**src/rtl/tmr_pkg.sv**
```systemverilog
package tmr_pkg;
  localparam int OFS_CTRL  = 'h00;
  localparam int OFS_CTRL2 = 'h04;
  localparam int OFS_IEN   = 'h0C;
  localparam int OFS_STAT  = 'h10;
  localparam int OFS_EVT   = 'h14;
  localparam int OFS_CNT   = 'h24;
  localparam int OFS_DIV   = 'h28;
  localparam int OFS_LIM   = 'h2C;

  localparam int BIT_RUN    = 0;
  localparam int BIT_NOUPD  = 1;
  localparam int BIT_ONLYOV = 2;
  localparam int BIT_SHOT   = 3;
  localparam int BIT_PRELD  = 7;
  localparam int BIT_FLGMAP = 11;
  localparam int BIT_IRQEN  = 0;
  localparam int BIT_DMAEN  = 8;
  localparam int BIT_FLAG   = 0;
  localparam int BIT_FORCE  = 0;

  typedef struct packed {
    logic flgmap;
    logic preld;
    logic shot;
    logic onlyov;
    logic noupd;
    logic run;
  } tmr_ctrl_t;
endpackage

```
**src/rtl/tmr_core.sv**
```systemverilog
module tmr_core
  import tmr_pkg::*;
#(
  parameter int CNT_W = 16,
  parameter int PSC_W = 16,
  parameter logic [CNT_W-1:0] LIM_RST = '1
) (
  input  logic             clk,
  input  logic             rst_n,
  input  tmr_ctrl_t        ctrl,
  input  logic             dma_en,
  input  logic [PSC_W-1:0] div_val,
  input  logic [CNT_W-1:0] lim_val,
  input  logic             cnt_wr,
  input  logic [CNT_W-1:0] cnt_wdata,
  input  logic             force_upd,
  output logic [CNT_W-1:0] cnt,
  output logic             flag_set,
  output logic             shot_stop,
  output logic             dma_req
);
  logic [PSC_W-1:0] div_phase;
  logic [PSC_W-1:0] div_shadow;
  logic [CNT_W-1:0] lim_shadow;
  logic [CNT_W-1:0] lim_eff;
  logic             tick;
  logic             wrap;
  logic             upd_evt;

  function automatic logic f_div_done(input logic [PSC_W-1:0] ph,
                                      input logic [PSC_W-1:0] sh);
    return ph == sh;
  endfunction

  function automatic logic [PSC_W-1:0] f_div_next(input logic [PSC_W-1:0] ph,
                                                  input logic [PSC_W-1:0] sh);
    return f_div_done(ph, sh) ? '0 : ph + 1'b1;
  endfunction

  assign lim_eff   = ctrl.preld ? lim_shadow : lim_val;
  assign tick      = ctrl.run && f_div_done(div_phase, div_shadow);
  assign wrap      = tick && (cnt == lim_eff);
  assign upd_evt   = !ctrl.noupd && (wrap || force_upd);
  assign flag_set  = upd_evt && !(ctrl.onlyov && force_upd);
  assign shot_stop = upd_evt && ctrl.shot;

  always_ff @(posedge clk or negedge rst_n) begin
    if (!rst_n) begin
      div_phase <= '0;
    end else if (force_upd) begin
      div_phase <= '0;
    end else if (ctrl.run) begin
      div_phase <= f_div_next(div_phase, div_shadow);
    end
  end

  always_ff @(posedge clk or negedge rst_n) begin
    if (!rst_n) begin
      cnt <= '0;
    end else if (force_upd) begin
      cnt <= '0;
    end else if (cnt_wr) begin
      cnt <= cnt_wdata;
    end else if (wrap) begin
      cnt <= '0;
    end else if (tick) begin
      cnt <= cnt + 1'b1;
    end
  end

  always_ff @(posedge clk or negedge rst_n) begin
    if (!rst_n) begin
      div_shadow <= '0;
      lim_shadow <= LIM_RST;
    end else if (upd_evt) begin
      div_shadow <= div_val;
      lim_shadow <= lim_val;
    end
  end

  always_ff @(posedge clk or negedge rst_n) begin
    if (!rst_n) dma_req <= 1'b0;
    else        dma_req <= flag_set && dma_en;
  end

  AST_WRAP_ZERO: assert property (@(posedge clk) disable iff (!rst_n)
    (wrap && !force_upd && !cnt_wr) |=> (cnt == '0));
  AST_DIV_SHADOW_HOLD: assert property (@(posedge clk) disable iff (!rst_n)
    !upd_evt |=> $stable(div_shadow));
  AST_LIM_SHADOW_HOLD: assert property (@(posedge clk) disable iff (!rst_n)
    !upd_evt |=> $stable(lim_shadow));
  AST_FORCE_CLEARS: assert property (@(posedge clk) disable iff (!rst_n)
    force_upd |=> (cnt == '0 && div_phase == '0));
  AST_NOUPD_SILENT: assert property (@(posedge clk) disable iff (!rst_n)
    ctrl.noupd |-> !upd_evt);
  AST_ONLYOV_FORCE: assert property (@(posedge clk) disable iff (!rst_n)
    (ctrl.onlyov && force_upd) |-> !flag_set);
  AST_DMA_CAUSE: assert property (@(posedge clk) disable iff (!rst_n)
    dma_req |-> $past(flag_set && dma_en));
endmodule

```
**src/rtl/tmr_regs.sv**
```systemverilog
module tmr_regs
  import tmr_pkg::*;
#(
  parameter int ADDR_W = 6,
  parameter int DATA_W = 32,
  parameter int CNT_W  = 16,
  parameter int PSC_W  = 16,
  parameter logic [CNT_W-1:0] LIM_RST = '1
) (
  input  logic              clk,
  input  logic              rst_n,
  input  logic              wr_en,
  input  logic [ADDR_W-1:0] addr,
  input  logic [DATA_W-1:0] wdata,
  input  logic [CNT_W-1:0]  cnt,
  input  logic              flag_set,
  input  logic              shot_stop,
  output tmr_ctrl_t         ctrl,
  output logic              dma_en,
  output logic [PSC_W-1:0]  div_val,
  output logic [CNT_W-1:0]  lim_val,
  output logic              cnt_wr,
  output logic              force_upd,
  output logic [DATA_W-1:0] rdata,
  output logic              irq
);
  logic irq_en;
  logic flag;
  logic ctrl_wr, ien_wr, stat_wr, evt_wr, div_wr, lim_wr;

  function automatic logic f_hit(input logic [ADDR_W-1:0] a, input int ofs);
    return a == ADDR_W'(ofs);
  endfunction

  assign ctrl_wr   = wr_en && f_hit(addr, OFS_CTRL);
  assign ien_wr    = wr_en && f_hit(addr, OFS_IEN);
  assign stat_wr   = wr_en && f_hit(addr, OFS_STAT);
  assign evt_wr    = wr_en && f_hit(addr, OFS_EVT);
  assign cnt_wr    = wr_en && f_hit(addr, OFS_CNT);
  assign div_wr    = wr_en && f_hit(addr, OFS_DIV);
  assign lim_wr    = wr_en && f_hit(addr, OFS_LIM);
  assign force_upd = evt_wr && wdata[BIT_FORCE];
  assign irq       = flag && irq_en;

  always_ff @(posedge clk or negedge rst_n) begin
    if (!rst_n) begin
      ctrl <= '0;
    end else if (ctrl_wr) begin
      ctrl.run    <= wdata[BIT_RUN];
      ctrl.noupd  <= wdata[BIT_NOUPD];
      ctrl.onlyov <= wdata[BIT_ONLYOV];
      ctrl.shot   <= wdata[BIT_SHOT];
      ctrl.preld  <= wdata[BIT_PRELD];
      ctrl.flgmap <= wdata[BIT_FLGMAP];
    end else if (shot_stop) begin
      ctrl.run <= 1'b0;
    end
  end

  always_ff @(posedge clk or negedge rst_n) begin
    if (!rst_n) begin
      irq_en  <= 1'b0;
      dma_en  <= 1'b0;
      div_val <= '0;
      lim_val <= LIM_RST;
    end else begin
      if (ien_wr) begin
        irq_en <= wdata[BIT_IRQEN];
        dma_en <= wdata[BIT_DMAEN];
      end
      if (div_wr) div_val <= wdata[PSC_W-1:0];
      if (lim_wr) lim_val <= wdata[CNT_W-1:0];
    end
  end

  always_ff @(posedge clk or negedge rst_n) begin
    if (!rst_n)                              flag <= 1'b0;
    else if (flag_set)                       flag <= 1'b1;
    else if (stat_wr && !wdata[BIT_FLAG])    flag <= 1'b0;
  end

  always_comb begin
    rdata = '0;
    if (f_hit(addr, OFS_CTRL)) begin
      rdata[BIT_RUN]    = ctrl.run;
      rdata[BIT_NOUPD]  = ctrl.noupd;
      rdata[BIT_ONLYOV] = ctrl.onlyov;
      rdata[BIT_SHOT]   = ctrl.shot;
      rdata[BIT_PRELD]  = ctrl.preld;
      rdata[BIT_FLGMAP] = ctrl.flgmap;
    end else if (f_hit(addr, OFS_IEN)) begin
      rdata[BIT_IRQEN] = irq_en;
      rdata[BIT_DMAEN] = dma_en;
    end else if (f_hit(addr, OFS_STAT)) begin
      rdata[BIT_FLAG] = flag;
    end else if (f_hit(addr, OFS_CNT)) begin
      rdata[CNT_W-1:0]  = cnt;
      rdata[DATA_W-1]   = ctrl.flgmap && flag;
    end else if (f_hit(addr, OFS_DIV)) begin
      rdata[PSC_W-1:0] = div_val;
    end else if (f_hit(addr, OFS_LIM)) begin
      rdata[CNT_W-1:0] = lim_val;
    end
  end

  AST_FLAG_RISES: assert property (@(posedge clk) disable iff (!rst_n)
    flag_set |=> flag);
  AST_ONE_KEEPS_FLAG: assert property (@(posedge clk) disable iff (!rst_n)
    (stat_wr && wdata[BIT_FLAG] && !flag_set) |=> (flag == $past(flag)));
  AST_SHOT_HALTS: assert property (@(posedge clk) disable iff (!rst_n)
    (shot_stop && !ctrl_wr) |=> !ctrl.run);
endmodule

```
**src/rtl/tmr_basic.sv**
```systemverilog
module tmr_basic
  import tmr_pkg::*;
#(
  parameter int ADDR_W = 6,
  parameter int DATA_W = 32,
  parameter int CNT_W  = 16,
  parameter int PSC_W  = 16
) (
  input  logic              clk,
  input  logic              rst_n,
  input  logic              wr_en,
  input  logic [ADDR_W-1:0] addr,
  input  logic [DATA_W-1:0] wdata,
  output logic [DATA_W-1:0] rdata,
  output logic              irq,
  output logic              dma_req
);
  localparam logic [CNT_W-1:0] LIM_RST = {CNT_W{1'b1}};

  tmr_ctrl_t        ctrl;
  logic             dma_en;
  logic [PSC_W-1:0] div_val;
  logic [CNT_W-1:0] lim_val;
  logic             cnt_wr;
  logic             force_upd;
  logic [CNT_W-1:0] cnt;
  logic             flag_set;
  logic             shot_stop;

  tmr_regs #(
    .ADDR_W(ADDR_W), .DATA_W(DATA_W), .CNT_W(CNT_W), .PSC_W(PSC_W), .LIM_RST(LIM_RST)
  ) u_regs (
    .clk(clk), .rst_n(rst_n), .wr_en(wr_en), .addr(addr), .wdata(wdata),
    .cnt(cnt), .flag_set(flag_set), .shot_stop(shot_stop),
    .ctrl(ctrl), .dma_en(dma_en), .div_val(div_val), .lim_val(lim_val),
    .cnt_wr(cnt_wr), .force_upd(force_upd), .rdata(rdata), .irq(irq)
  );

  tmr_core #(
    .CNT_W(CNT_W), .PSC_W(PSC_W), .LIM_RST(LIM_RST)
  ) u_core (
    .clk(clk), .rst_n(rst_n), .ctrl(ctrl), .dma_en(dma_en),
    .div_val(div_val), .lim_val(lim_val), .cnt_wr(cnt_wr),
    .cnt_wdata(wdata[CNT_W-1:0]), .force_upd(force_upd),
    .cnt(cnt), .flag_set(flag_set), .shot_stop(shot_stop), .dma_req(dma_req)
  );

  AST_RESET_QUIET: assert property (@(posedge clk) disable iff (!rst_n)
    $rose(rst_n) |-> (!irq && !dma_req));
endmodule

```
**config.mk**
```make
export PLATFORM = sky130hd
export DESIGN_NAME = tmr_basic
export DESIGN_NICKNAME = d
export VERILOG_FILES = /design/src/rtl/tmr_pkg.sv /design/src/rtl/tmr_core.sv /design/src/rtl/tmr_regs.sv /design/src/rtl/tmr_basic.sv
export SDC_FILE = /design/constraint.sdc
export NUM_CORES = 1
export LEC_CHECK = 0
export BUFFER_PORTS_ARGS = -buffer_cell sky130_fd_sc_hd__buf_2
export CAP_MARGIN = 10
export CORE_MARGIN = 2
export CORE_UTILIZATION = 59
export DETAILED_ROUTE_END_ITERATION = 8
export PLACE_DENSITY = 0.83
export SYNTH_ARGS = -nofsm -noshare
export SYNTH_HDL_FRONTEND = slang
export SYNTH_SLANG_ARGS = --single-unit
```
**constraint.sdc**
```tcl
create_clock -name clk -period 3.6 [get_ports clk]
set_clock_uncertainty 0.05 [all_clocks]
set_input_delay 0.72 -clock clk [delete_from_list [all_inputs] [get_ports clk]]
set_output_delay 0.72 -clock clk [all_outputs]
set_load 0.005 [all_outputs]
```
==> summary.txt <==
Drt
  • Drt first pass iters: 4
  • DRC: 0
  • DR iter-0 viols: 265
  • Post-DR vias/cell: 6.07
  • Final WL: 14100 um
  • Wirelength per Cell: 19.5 um
  • Via count: 4402
  • Detail Route Antenna Nets: 0

Floorplanning
  • Die height: 105 um
  • Core box area: 9820 um^2
  • Starting Density: 0.608
  • I/O pins: 75
  • Die area: 10900 um^2
  • # rows: 36
  • Die width: 105 um

Global routing
  • Total track usage: 0.267
  • Largest net degree at the start of global routing: 50
  • First-pass GRT wire length: 22800 um
  • M3 GR Usage: 0.0393
  • Initial antenna violation count: 0
  • Vias in the first global route: 4334
  • GRT Residual Overflow: 0
  • GR Util met1: 0.356
  • Met2 Track Usage GR: 0.442
  • Top Usage Layer GRT: met2

Synthesis
  • Syn_area_per_cell: 10.8 um^2
  • Library cells used by synthesis: 47
  • Yosys warnings: 0
  • Ys flop type: dfrtp_1
  • Post-synth EDFFs: 0
  • FFs w/ async S/R, synth: 1.00
  • Synthesized flop and latch total: 106
  • Syn Inst Count: 555
  • Post-Synthesis Cell Area: 5970 um^2
  • Sequential-to-total area share from yosys stat: 0.451

Clocking
  • Root Buffer: clkbuf_8
  • Clock-pin slew on the worst setup and hold paths: 0.10 ns
  • Num CTS Buffers: 9
  • Max clock buf depth: 2
  • Clock Latency Late Sink: 0.38 ns
  • Post CTS Setup Buffer Count: 0
  • Number of clock sinks: 106
  • CTS tree: done
  • Resized Gates After CTS: 0
  • CTS H-Tree Depth: 3
  • Post-CTS Hold Buffers: 0

Critical path
  • CP max stage cell: or4b_2
  • Kind of cell adding the most delay to the critical path: simple AND/OR/NAND/NOR gates
  • Worst Path Required: 2.83 ns
  • Critical path peak fanout: 18
  • CP Cell Sequence: buf_2, or4b_2, nor2_1, a221oi_1, a21oi_1, buf_2
  • Startpoint Class: primary input
  • Critical Path Max Stage Delay: 0.95 ns
  • CP endpoint kind: output pin
  • Setup CP Type: primary input to output pin
  • Critical Path Most Common Cell: buf_2
  • WP buf/inv: 2
  • WP data arrival: 2.36 ns

Timing
  • Fin. max-slew vios: 0
  • Setup_tns: 0 ns
  • RSZ-0062 raised after global routing: false
  • Worst-Margin Slew: 0.933 ns
  • Final Hold Vio Count: 0
  • Final worst path period share: 0.870
  • Setup violations, final: 0
  • Rel. slew slack: 0.376
  • Fmax: 319 MHz
  • Min Tclk post-route: 3.13 ns

Status
  • Outcome: completed

Run
  • Max-Cap Viols: 0

Power
  • Pwr/cell area: 467 nW/um^2
  • Worst VDD drop: 0.214 mV
  • P_leak: 2.80 nW

Layout
  • Synthesis-to-layout area growth: 7.40%
  • Number of diodes: 0
  • Commonest non-fill, non-tap cell in the layout: dfrtp_1
  • Layout cells sized above 1: 0.324
  • Utilization after layout: 0.653
  • Nets: 630
  • # fillers: 802
  • Commonest cells after routing, fill and taps aside: dfrtp_1, mux2_2, o21ai_0

Place
  • Post-DP HPWL: 10100 um
  • PortBufs: 43
  • Routability congestion estimate: 0.920

Worst hold path
  • Hold Crit Class: primary input to asynchronous set/reset pin
[state kept, by name, summed over array words and instances (netlist names)]
| register | cells |
|---|---|
| u_regs.div_val | 16 |
| u_core.div_shadow | 16 |
| u_regs.flag | 1 |
| u_core.cnt | 16 |
| u_regs.dma_en | 1 |
| u_regs.irq_en | 1 |
| u_core.div_phase | 16 |
| u_regs.ctrl | 6 |
| u_core.dma_req | 1 |
| u_core.lim_shadow | 16 |
| u_regs.lim_val | 16 |
[through the flow]
stage | hold slack, ns | cells | worst slack, ns | cell area, um^2 | total power, mW
6_report | 0.285 | 725 | 0.467 | 6410 | 3.00
5_1_grt | 0.336 | 725 | 0.371 | 6410 | 3.15
4_1_cts | 0.305 | 725 | 0.510 | 6410 | 3.00
3_5_place_dp | 0.460 | 709 | 0.510 | 6230 | 2.30
3_3_place_gp | 0.449 | 709 | 0.527 | 6230 | 2.27
2_1_floorplan | 0.374 | 569 | 0.686 | 6020 | 2.08
[cell usage after synthesis (all sizes together), types with 4 or more instances]
library cell,count,share of area
a21oi,7,0.0065
a221oi,4,0.0059
a22oi,23,0.029
and2,4,0.0042
and3,7,0.0073
buf,26,0.033
clkbuf,22,0.014
dfrtp,74,0.31
dfstp,32,0.14
inv,8,0.0050
mux2,84,0.18
mux2i,17,0.028
nand2,42,0.026
nand3,14,0.012
nand4,13,0.014
nor2,41,0.027
nor2b,5,0.0052
nor3,12,0.011
nor4,5,0.0078
o21ai,47,0.039
xnor2,20,0.029
xor2,24,0.035
[path summary, 6_finish.rpt]
path / startpoint / endpoint / slack, ns / cells past startpoint
min: rst_n / u_core.div_shadow[5] / 0.28 / 1
max in group asynchronous: rst_n / u_core.lim_shadow[11] / 2.34 / 2
min in group clk: u_regs.lim_val[0] / u_regs.lim_val[0] / 0.47 / 2
max: addr[1] / rdata[0] / 0.47 / 6
min reg2reg: u_regs.lim_val[0] / u_regs.lim_val[0] / 0.47 / 2
max reg2reg: u_regs.ctrl[4] / u_core.lim_shadow[14] / 0.60 / 9
[report_power, final]
group | leakage (nW) | internal (mW) | switching, mW | total [mW]
logic | 1.41 | 0.312 | 0.351 | 0.663
registers | 1.30 | 1.38 | 0.258 | 1.64
clock network | 0.0924 | 0.289 | 0.406 | 0.695
total | 2.80 | 1.98 | 1.02 | 3.00
[kinds of logic after synthesis]
group / synth area share
and+or+nand+nor: 0.129
DFF: 0.451
muxes: 0.206
AOI/OAI and AO/OA: 0.0934
buffers and inverters: 0.0518
xor gates and xnor gates: 0.0645
adders and majority gates: 0.00419
other: 0.000628
[worst reg2reg max path, delay by kind of cell, from the launching register on]
family | cells | cell delay, ns
flops | 1 | 0.56
xor+xnor | 1 | 0.20
simple gates | 3 | 0.80
mux | 2 | 0.64
buf+inv | 2 | 0.52
compound gates | 1 | 0.16
[cell type report]
cell class / count / area [um^2] / area share
timing repair buffer: 55 / 320 / 0.0499
clock inverter: 4 / 26.3 / 0.00410
sequential: 106 / 2690 / 0.420
inverter: 8 / 30.0 / 0.00468
clock buffer: 12 / 155 / 0.0242
tap: 133 / 166 / 0.0259
multi-input combinational: 407 / 3020 / 0.471
[per-layer routing]
layer | up-vias | part of all wire
li1 | 2006 | -
met1 | 2197 | 0.43
met2 | 174 | 0.49
met3 | 25 | 0.054
met4 | 0 | 0.021
met5 | - | 0
Note: power is estimated with default switching activity, not from simulation.
